`src/rtl/tick_watchdog_pkg.sv`:
```
package tick_watchdog_pkg;
  localparam int MIN_INIT = 4;
  localparam int HALT_BIT = 11;
  localparam int TMO_BIT  = 3;
  // halfword index = byte offset [4:1]
  localparam logic [3:0] IX_COUNT = 4'h0;
  localparam logic [3:0] IX_INIT  = 4'h1;
  localparam logic [3:0] IX_STS1  = 4'h2;
  localparam logic [3:0] IX_STS2  = 4'h3;
  localparam logic [3:0] IX_CTRL  = 4'h4;
  localparam logic [3:0] IX_NORB  = 4'h5;
endpackage

```
`src/rtl/wdt_rst_sync.sv`:
```
module wdt_rst_sync (
  input  logic clk,
  input  logic rst_n_in,
  output logic rst_n_out
);
  logic [1:0] sync_q;
  always_ff @(posedge clk or negedge rst_n_in) begin
    if (!rst_n_in) sync_q <= 2'b00;
    else           sync_q <= {sync_q[0], 1'b1};
  end
  assign rst_n_out = sync_q[1];
endmodule

```
`src/rtl/wdt_core.sv`:
```
module wdt_core #(
  parameter int CNT_W    = 6,
  parameter int INIT_DEF = 50
) (
  input  logic             clk,
  input  logic             rst_n,
  input  logic             tick_i,
  input  logic             halt_i,
  input  logic             noreboot_i,
  input  logic             reload_i,
  input  logic [CNT_W-1:0] init_i,
  output logic [CNT_W-1:0] cnt_o,
  output logic             first_exp_o,
  output logic             second_exp_o,
  output logic             rst_fire_o,
  output logic             rst_req_o
);
  logic [CNT_W-1:0] cnt_q, cnt_d;
  logic             armed_q, armed_d;
  logic             rst_req_q;
  logic             adv, at_zero;

  always_comb begin
    adv          = tick_i && !halt_i;
    at_zero      = (cnt_q == '0);
    first_exp_o  = adv && at_zero && !armed_q && !reload_i;
    second_exp_o = adv && at_zero &&  armed_q && !reload_i;
    rst_fire_o   = second_exp_o && !noreboot_i;

    cnt_d = cnt_q;
    if (reload_i)     cnt_d = init_i;
    else if (adv)     cnt_d = at_zero ? init_i : cnt_q - CNT_W'(1);

    armed_d = armed_q;
    if (reload_i || halt_i || rst_fire_o) armed_d = 1'b0;
    else if (first_exp_o)                 armed_d = 1'b1;
  end

  always_ff @(posedge clk or negedge rst_n) begin
    if (!rst_n) begin
      cnt_q     <= CNT_W'(INIT_DEF);
      armed_q   <= 1'b0;
      rst_req_q <= 1'b0;
    end else begin
      cnt_q     <= cnt_d;
      armed_q   <= armed_d;
      rst_req_q <= rst_fire_o;
    end
  end

  assign cnt_o     = cnt_q;
  assign rst_req_o = rst_req_q;

  // halted counter holds
  p_halt_freeze_r2: assert property (@(posedge clk) disable iff (!rst_n)
    (halt_i && !reload_i) |=> $stable(cnt_q));
  // one step per tick
  p_count_step_r2: assert property (@(posedge clk) disable iff (!rst_n)
    (tick_i && !halt_i && !reload_i && cnt_q != '0) |=> (cnt_q == $past(cnt_q) - CNT_W'(1)));
  // reload restores initial value
  p_reload_r3: assert property (@(posedge clk) disable iff (!rst_n)
    reload_i |=> (cnt_q == $past(init_i)));
  // reset only when armed, one cycle wide
  p_rst_armed_r6: assert property (@(posedge clk) disable iff (!rst_n)
    rst_req_q |-> $past(armed_q));
  p_rst_single_r6: assert property (@(posedge clk) disable iff (!rst_n)
    rst_req_q |=> !rst_req_q);
  // no-reboot flag withholds reset
  p_noreboot_r7: assert property (@(posedge clk) disable iff (!rst_n)
    rst_req_q |-> !$past(noreboot_i));
endmodule

```
`src/rtl/wdt_regs.sv`:
```
module wdt_regs
  import tick_watchdog_pkg::*;
#(
  parameter int CNT_W    = 6,
  parameter bit WIDE     = 1'b0,
  parameter int INIT_DEF = 50
) (
  input  logic             clk,
  input  logic             rst_n,
  input  logic [4:0]       bus_addr,
  input  logic             bus_wr,
  input  logic [1:0]       bus_be,
  input  logic [15:0]      bus_wdata,
  input  logic [CNT_W-1:0] cnt_i,
  input  logic             first_exp_i,
  input  logic             second_exp_i,
  input  logic             rst_fire_i,
  output logic [CNT_W-1:0] init_o,
  output logic             halt_o,
  output logic             noreboot_o,
  output logic             reload_o,
  output logic             tmo_o,
  output logic [15:0]      rdata_o
);
  logic [CNT_W-1:0] init_q, init_d;
  logic             halt_q, halt_d, norb_q, norb_d, tmo_q, tmo_d;
  logic [1:0]       sts2_q, sts2_d, clr2;
  logic             init_en, halt_en, norb_en;
  logic             aligned, field_ok;
  logic             wr_cnt, wr_init, wr_sts1, wr_sts2, wr_ctrl, wr_norb;
  logic             unused_bits;

  assign unused_bits = ^bus_wdata;

  always_comb begin
    aligned  = !bus_addr[0];
    field_ok = WIDE ? (bus_be == 2'b11) : bus_be[0];
    wr_cnt   = bus_wr && aligned && (bus_addr[4:1] == IX_COUNT);
    wr_init  = bus_wr && aligned && (bus_addr[4:1] == IX_INIT);
    wr_sts1  = bus_wr && aligned && (bus_addr[4:1] == IX_STS1) && bus_be[0];
    wr_sts2  = bus_wr && aligned && (bus_addr[4:1] == IX_STS2) && bus_be[0];
    wr_ctrl  = bus_wr && aligned && (bus_addr[4:1] == IX_CTRL) && bus_be[1];
    wr_norb  = bus_wr && aligned && (bus_addr[4:1] == IX_NORB) && bus_be[0];

    reload_o = wr_cnt && (bus_be != 2'b00);

    init_en  = wr_init && field_ok && (bus_wdata[CNT_W-1:0] >= CNT_W'(MIN_INIT));
    init_d   = bus_wdata[CNT_W-1:0];

    halt_en  = rst_fire_i || wr_ctrl;
    halt_d   = rst_fire_i ? 1'b1 : bus_wdata[HALT_BIT];

    norb_en  = wr_norb;
    norb_d   = bus_wdata[0];

    tmo_d    = first_exp_i || (tmo_q && !(wr_sts1 && bus_wdata[TMO_BIT]));

    clr2     = wr_sts2 ? bus_wdata[1:0] : 2'b00;
    sts2_d   = {second_exp_i && !rst_fire_i, rst_fire_i} | (sts2_q & ~clr2);

    rdata_o = 16'h0000;
    if (aligned) begin
      case (bus_addr[4:1])
        IX_COUNT: rdata_o = 16'(cnt_i);
        IX_INIT:  rdata_o = 16'(init_q);
        IX_STS1:  rdata_o = 16'(tmo_q) << TMO_BIT;
        IX_STS2:  rdata_o = 16'(sts2_q);
        IX_CTRL:  rdata_o = 16'(halt_q) << HALT_BIT;
        IX_NORB:  rdata_o = 16'(norb_q);
        default:  rdata_o = 16'h0000;
      endcase
    end
  end

  always_ff @(posedge clk or negedge rst_n) begin
    if (!rst_n) begin
      init_q <= CNT_W'(INIT_DEF);
      halt_q <= 1'b1;
      norb_q <= 1'b1;
      tmo_q  <= 1'b0;
      sts2_q <= 2'b00;
    end else begin
      if (init_en) init_q <= init_d;
      if (halt_en) halt_q <= halt_d;
      if (norb_en) norb_q <= norb_d;
      tmo_q  <= tmo_d;
      sts2_q <= sts2_d;
    end
  end

  assign init_o     = init_q;
  assign halt_o     = halt_q;
  assign noreboot_o = norb_q;
  assign tmo_o      = tmo_q;

  // initial value never below the floor
  p_init_floor_r4: assert property (@(posedge clk) disable iff (!rst_n)
    init_q >= CNT_W'(MIN_INIT));
  // first expiry raises timeout status
  p_first_sets_tmo_r5: assert property (@(posedge clk) disable iff (!rst_n)
    first_exp_i |=> tmo_q);
  // reset event returns timer to halt
  p_halt_after_rst_r6: assert property (@(posedge clk) disable iff (!rst_n)
    rst_fire_i |=> halt_q);
endmodule

```
`src/rtl/tick_watchdog.sv`:
```
module tick_watchdog #(
  parameter bit WIDE_CNT = 1'b0,
  parameter int INIT_DEF = 50
) (
  input  logic        clk,
  input  logic        rst_n,
  input  logic        tick,
  input  logic [4:0]  bus_addr,
  input  logic        bus_wr,
  input  logic [1:0]  bus_be,
  input  logic [15:0] bus_wdata,
  output logic [15:0] bus_rdata,
  output logic        timeout_sts,
  output logic        sys_rst_req
);
  localparam int CNT_W = WIDE_CNT ? 10 : 6;

  logic             rst_n_s;
  logic [CNT_W-1:0] init_w, cnt_w;
  logic             halt_w, norb_w, reload_w;
  logic             first_w, second_w, fire_w;

  wdt_rst_sync u_sync (
    .clk(clk), .rst_n_in(rst_n), .rst_n_out(rst_n_s)
  );

  wdt_regs #(.CNT_W(CNT_W), .WIDE(WIDE_CNT), .INIT_DEF(INIT_DEF)) u_regs (
    .clk(clk), .rst_n(rst_n_s),
    .bus_addr(bus_addr), .bus_wr(bus_wr), .bus_be(bus_be), .bus_wdata(bus_wdata),
    .cnt_i(cnt_w), .first_exp_i(first_w), .second_exp_i(second_w), .rst_fire_i(fire_w),
    .init_o(init_w), .halt_o(halt_w), .noreboot_o(norb_w), .reload_o(reload_w),
    .tmo_o(timeout_sts), .rdata_o(bus_rdata)
  );

  wdt_core #(.CNT_W(CNT_W), .INIT_DEF(INIT_DEF)) u_core (
    .clk(clk), .rst_n(rst_n_s),
    .tick_i(tick), .halt_i(halt_w), .noreboot_i(norb_w), .reload_i(reload_w),
    .init_i(init_w), .cnt_o(cnt_w),
    .first_exp_o(first_w), .second_exp_o(second_w), .rst_fire_o(fire_w),
    .rst_req_o(sys_rst_req)
  );
endmodule

```
`config.mk`:
```
export PLATFORM = sky130hd
export DESIGN_NAME = tick_watchdog
export DESIGN_NICKNAME = d
export VERILOG_FILES = /design/src/rtl/tick_watchdog_pkg.sv /design/src/rtl/wdt_rst_sync.sv /design/src/rtl/wdt_core.sv /design/src/rtl/wdt_regs.sv /design/src/rtl/tick_watchdog.sv
export SDC_FILE = /design/constraint.sdc
export NUM_CORES = 1
export LEC_CHECK = 0
export BUFFER_PORTS_ARGS = -buffer_cell sky130_fd_sc_hd__buf_2
export CORE_UTILIZATION = 50
export CTS_BUF_LIST = sky130_fd_sc_hd__clkbuf_4 sky130_fd_sc_hd__clkbuf_8
export DETAILED_ROUTE_END_ITERATION = 6
export PLACE_DENSITY = 0.85
export SYNTH_ARGS = -nofsm -noshare
export SYNTH_HDL_FRONTEND = slang
export SYNTH_HIERARCHICAL = 1
export SYNTH_SLANG_ARGS = --single-unit
```
`constraint.sdc`:
```
create_clock -name clk -period 1.2 [get_ports clk]
set_input_delay 0 -clock clk [delete_from_list [all_inputs] [get_ports clk]]
set_output_delay 0 -clock clk [all_outputs]
set_load 0.05 [all_outputs]
```
==> results.toml, run 1 <==
[hold_path]
worstHoldPathType = "primary input to register"

[cells_and_area]
area_delta_synth_final_pct = 59.8
final.fill_count = 125
design_area_sq_um = 2230
multi_input_area_sq_um = 933
finalNonFillerCells = 249
seq_area_sq_um = 536
n_antenna_cell = 0
final_nets = 249
drive_above_1_share_pct = 57.1

[drt]
routedWlPerCell_microns = 21.3
viasPerCell = 6.20
antenna_left = 0
num_vias = 1543
wl_microns = 5300
first_pass_iters = 4
drt_iter0_markers = 77
drc = 0

[worst_setup_path]
critPathMaxFanout = 4
worstSetupEndpointType = "register"
cp.required_ns = 1.48
crit_type = "register to register"
crit_arrival_ns = 2.00
critPathLaunchType = "register"

[place]
gp_congestion = 0.930
place_area_sq_um = 1850
dp_cells = 229
io_buffers = 26
place_ws_ns = -0.392
hpwl_microns = 2960

[timing]
finalMaxSlewViolations = 0
hold_viol = 0
clock-skew-final_ns = 0.00511
setup_ws_ns = -0.520
hold_ws_ns = 0.0119
period_share_pct = 143
rsz0062_at_grt = "true"
fmax_mhz = 581
fin_crit_ns = 1.72
setup-violations-final = 19

[clocking]
cts.sinks = 21
clockBufferDepth = 2
htree_num_levels = 1
cts_tree = "done"
cts-root-buf = "clkbuf_4"
clkTransAtPathRegs_ns = 0.13
clkLatencyLatePin_ns = 0.33
numCtsBuffers = 3

[floorplanning]
die_y_microns = 54.8
core_area_sq_um = 2570
initial_core_util_pct = 54.3
die_w_microns = 54.8
die_area_sq_um = 3010
ioPinCount = 45
num_rows = 18

[grt]
track_usage_pct = 36.4
grt_start_max_net_pins = 20
grt_pass1_wl_microns = 7260
grt_antenna_before_repair = 0
gr-total-overflow = 0
grt_pass1_vias = 1592

[outcome]
violations = "setup timing"
outcome = "finished, violations left"

[logic_synthesis]
synthesis.area_sq_um = 1400
synth_cells = 141
syn_area_per_cell_sq_um = 9.89
ys_ff_latch = 21
synthTopCellsByArea = "dfrtp_1, dfstp_2, mux2_4, buf_4, a22oi_1"
synth_top_area_share_pct = 23.3
ys_types = 51
ys_seq_area_share_pct = 38.4
synth-main-ff-cell = "dfrtp_1"
ys_async_sr_fraction_pct = 100
synth_top_area_cell = "dfrtp_1"
synth_edf_count = 0
synth_warnings = 6

[flow_run]
drv_cap = 0

[power]
peakVddDrop_v = 0.00189
p_leak_nw = 1.02
pwr_density_cell_nw_per_um2 = 1650
p_total_w = 0.00368
per-layer routing:
metal	up-vias	share of wire, %	global-route usage, %
met4	0	5.4	26.1
met5	-	0	0
met3	32	9.0	8.06
met2	122	49	61.2
met1	731	36	39.8
li1	658	-	-
synthesized netlist by cell type (2+ instances only):
library cell / instances
buf_4: 9
nand2_1: 3
a211o_1: 3
mux2i_1: 2
nand3_1: 5
a21o_1: 3
inv_1: 10
o21ai_0: 3
dfrtp_1: 13
and2_1: 2
buf_2: 4
nand2b_1: 2
o22a_1: 2
nor2_1: 9
a21oi_1: 4
nand4_1: 5
ha_1: 2
conb_1: 2
nor3_1: 4
nand3b_1: 4
dfstp_2: 8
mux2_4: 6
a22oi_1: 6
o21ai_1: 3
power breakdown:
group	internal [W]	total, W	switching, W
clock network	0.000126	0.000376	0.000250
logic	0.00105	0.00213	0.00108
registers	0.000961	0.00117	0.000211
cell families (layout without fill, tap and decap cells):
logic type / after synthesis / in the layout / synth area share [%]
and+or+nand+nor: 47 / 47 / 21.6
AOI/OAI and AO/OA: 35 / 35 / 18.4
buffers and inverters: 24 / 94 / 9.78
DFF: 21 / 21 / 38.4
muxes: 10 / 10 / 9.51
adders and majority gates: 2 / 2 / 1.79
other: 2 / 10 / 0.538
flip-flops by register name, indices dropped and copies added, names as in the netlist:
signal / flops
u_regs/sts2_q: 2
u_regs/halt_o: 1
u_regs/init_o: 6
u_regs/tmo_o: 1
u_sync/sync_q: 2
u_core/rst_req_o: 1
u_regs/noreboot_o: 1
u_core/cnt_o: 6
u_core/armed_q: 1
final timing paths:
kind | startpoint | to | slack (ns) | cells after the start
worst max-delay path | u_core/cnt_o[1] | u_core/cnt_o[2] | -0.52 | 8
worst min-delay path | bus_wdata[3] | u_regs/init_o[3] | 0.01 | 3
worst max register to register | u_core/cnt_o[1] | u_core/cnt_o[2] | -0.52 | 8
worst min register to register | u_sync/sync_q[1] | u_regs/init_o[0] | 0.22 | 1
max in group asynchronous | rst_n | u_sync/sync_q[0] | 0.56 | 3
min in group asynchronous | u_sync/sync_q[1] | u_regs/init_o[0] | 0.22 | 1
metrics by stage:
step           util [%]  TNS [ns]
6_report           86.8     -6.60
5_1_grt            86.8     -7.21
4_1_cts            83.4     -5.14
3_5_place_dp       72.1     -4.77
3_3_place_gp       72.1     -3.91
2_1_floorplan         -     -2.60
cell usage in the layout (no fill, tap or decap), types with 4 or more instances in the layout:
cell type,count
a22oi_2,5
buf_2,19
buf_4,34
buf_6,14
conb_1,10
dfrtp_1,13
dfstp_2,8
dlygate4sd3_1,10
inv_1,5
inv_2,5
mux2_4,7
nand3b_1,4
nand4_1,5
nor2_1,4
nor2_2,5
o21ai_1,4
worst max-delay path, cell delays in order, from the launching register on:
cell	delay (ns)
dfstp_2	0.58
inv_2	0.06
ha_4	0.16
nor3b_4	0.17
buf_6	0.12
buf_6	0.12
a21oi_4	0.19
nand4_1	0.17
nand3_2	0.10
layout make-up:
cell class / count / share of cell area, %
inverter: 10 / 1.68
sequential: 21 / 24.0
clock inverter: 1 / 0.224
timing repair buffer: 80 / 29.5
clock buffer: 3 / 1.01
tap: 30 / 1.68
multi-input combinational: 104 / 41.9
repair_timing:
action / 4_1_cts / 5_1_grt
endpoints found under the hold margin: 10 / 0
endpoints found under the setup margin: 19 / 19
gates resized for setup: 36 / 18
buffers inserted: 4 / 4
pin swaps: 14 / 10
hold buffers: 10 / 0
gates cloned: 0 / 0
(Power assumes the default switching activity.)
==> inputs of run 2 (changes only) <==
--- a/config.mk
+++ b/config.mk
@@ -6,10 +6,12 @@
 export NUM_CORES = 1
 export LEC_CHECK = 0
 export BUFFER_PORTS_ARGS = -buffer_cell sky130_fd_sc_hd__buf_2
-export CORE_UTILIZATION = 50
+export CELL_PAD_IN_SITES_DETAIL_PLACEMENT = 0
+export CELL_PAD_IN_SITES_GLOBAL_PLACEMENT = 1
+export CORE_UTILIZATION = 39
 export CTS_BUF_LIST = sky130_fd_sc_hd__clkbuf_4 sky130_fd_sc_hd__clkbuf_8
 export DETAILED_ROUTE_END_ITERATION = 6
-export PLACE_DENSITY = 0.85
+export PLACE_DENSITY = 0.87
 export SYNTH_ARGS = -nofsm -noshare
 export SYNTH_HDL_FRONTEND = slang
 export SYNTH_HIERARCHICAL = 1
==> run 2 against run 1 <==
Effect of this change:
- fmax up 4.1%
- total power down 5.2%
- the run still ends with setup timing left
- worst hold slack better by 0.0097 ns
- non-clock buffer count down 4
- flip-flop and latch count unchanged
- global-route usage down 14 points
- largest cell class unchanged
- routed wire length down 23%
- clock power down 3%
- largest power group unchanged
- register-to-register slack better by 0.07 ns
==> results.toml, run 2 (synthesized netlist as in run 1, its figures left out) <==
[grt]
grt_pass1_wl_microns = 6090
grt_start_max_net_pins = 20
track_usage_pct = 22.2
grt_pass1_vias = 1335
gr-total-overflow = 0
grt_antenna_before_repair = 0

[place]
gp_congestion = 0.821
dp_cells = 239
io_buffers = 26
hpwl_microns = 2900
place_area_sq_um = 1810

[timing]
setup-violations-final = 18
fin_crit_ns = 1.65
clock-skew-final_ns = 0.0157
hold_viol = 0
period_share_pct = 138
rsz0062_at_grt = "true"
fmax_mhz = 605
setup_ws_ns = -0.452
finalMaxSlewViolations = 0

[drt]
drt_iter0_markers = 84
routedWlPerCell_microns = 15.7
wl_microns = 4090
first_pass_iters = 4
num_vias = 1391
antenna_left = 0
viasPerCell = 5.33
drc = 0

[cells_and_area]
final_nets = 245
layout_common_cells = "buf_4, buf_2, dfrtp_1"
finalNonFillerCells = 261
n_antenna_cell = 0
final.fill_count = 274
drive_above_1_share_pct = 54.4
final_common_cell = "buf_4"
area_delta_synth_final_pct = 54.1
design_area_sq_um = 2150

[worst_setup_path]
crit_chain = "inv_2 -> ha_4 -> nor3b_4 -> buf_4 -> mux2_4 -> a22oi_2 -> o2bb2ai_1"
critPathLaunchType = "register"
ff2ff_setup_slack_ns = -0.45
r2r_start = "u_core/cnt_o[1]"
critPathMaxFanout = 5
worstSetupEndpointType = "register"
r2r-end = "u_core/cnt_o[3]"
crit_type = "register to register"
crit_arrival_ns = 1.84
startpoint = "u_core/cnt_o[1]"
cp.required_ns = 1.39
reg2reg_depth = 7
crit_slowest_cell = "dfstp_2"
cpPeakStageDelay_ns = 0.57

[hold_path]
holdPathStages = 3
min_to = "u_regs/init_o[3]"
worstHoldPathType = "primary input to register"
hold_start = "bus_wdata[3]"

[clocking]
clkTransAtPathRegs_ns = 0.14
clkLatencyLatePin_ns = 0.31
cts_tree = "done"
clockBufferDepth = 2
htree_num_levels = 1
cts-root-buf = "clkbuf_4"
numCtsBuffers = 3
cts.sinks = 21

[floorplanning]
core_area_sq_um = 3390
die_w_microns = 61.8
die_y_microns = 61.8
die_area_sq_um = 3820
num_rows = 21
ioPinCount = 45
initial_core_util_pct = 41.2

[outcome]
outcome = "finished, violations left"
violations = "setup timing"

[power]
pwr_density_cell_nw_per_um2 = 1620
peakVddDrop_v = 0.000829
p_leak_nw = 0.972

[flow_run]
drv_cap = 0
[run 2: what timing repair did]
| action | CTS | global route |
|---|---|---|
| cloned | 0 | 0 |
| hold buffers | 8 | 1 |
| gates resized for setup | 37 | 4 |
| buffers inserted | 7 | 3 |
| hold endpoints to repair | 9 | 1 |
| setup endpoints to repair | 19 | 19 |
| pin swaps | 10 | 11 |
[run 2: worst max path at each step]
stage                                   to  depth (start not counted)  slack (ns)
final                      u_core/cnt_o[3]                          7       -0.45
after global routing      u_regs/sts2_q[1]                          7       -0.50
after CTS                 u_regs/sts2_q[1]                          7       -0.40
after detailed placement  u_regs/sts2_q[1]                          7       -0.40
after global placement     u_core/cnt_o[3]                          6       -0.34
after floorplan           u_regs/sts2_q[1]                          7       -0.37
[run 2: power by group]
group	switching, W	internal (W)
logic	0.000913	0.00106
clock network	0.000236	0.000127
registers	0.000195	0.000961
total	0.00134	0.00214
[run 2: stage by stage]
step | util, % | hold slack [ns] | setup slack [ns] | total power (W) | setup TNS (ns)
floorplan | - | -0.296 | -0.366 | 0.00201 | -2.60
global placement | 53.5 | -0.216 | -0.338 | 0.00257 | -4.19
detailed placement | 53.5 | -0.214 | -0.402 | 0.00263 | -4.79
CTS | 62.0 | 0.000798 | -0.402 | 0.00339 | -4.86
global route | 63.4 | 0.0101 | -0.503 | 0.00368 | -5.95
finish | 63.4 | 0.0216 | -0.452 | 0.00349 | -4.96
[run 2: cell type report]
cell class | instances | area [sq um] | area share (%)
multi-input combinational | 104 | 895 | 41.6
timing repair buffer | 76 | 594 | 27.6
sequential | 21 | 536 | 24.9
tap | 46 | 57.6 | 2.68
inverter | 10 | 37.5 | 1.75
clock buffer | 3 | 22.5 | 1.05
clock inverter | 1 | 7.51 | 0.349
[run 2: critical path, delay by kind of cell (launching register included)]
| family | cells | cell delay (ns) |
|---|---|---|
| muxes | 1 | 0.29 |
| DFF | 1 | 0.57 |
| buffers and inverters | 2 | 0.18 |
| and+or+nand+nor | 1 | 0.16 |
| AOI/OAI and AO/OA | 2 | 0.18 |
| adders and majority gates | 1 | 0.15 |
[run 2: metal layers]
layer	vias up	routed length, microns	track usage, %
met5	-	0	0
met3	6	136	2.69
met1	696	1830	28.3
met2	41	2050	37.9
met4	0	76	9.52
li1	648	-	-
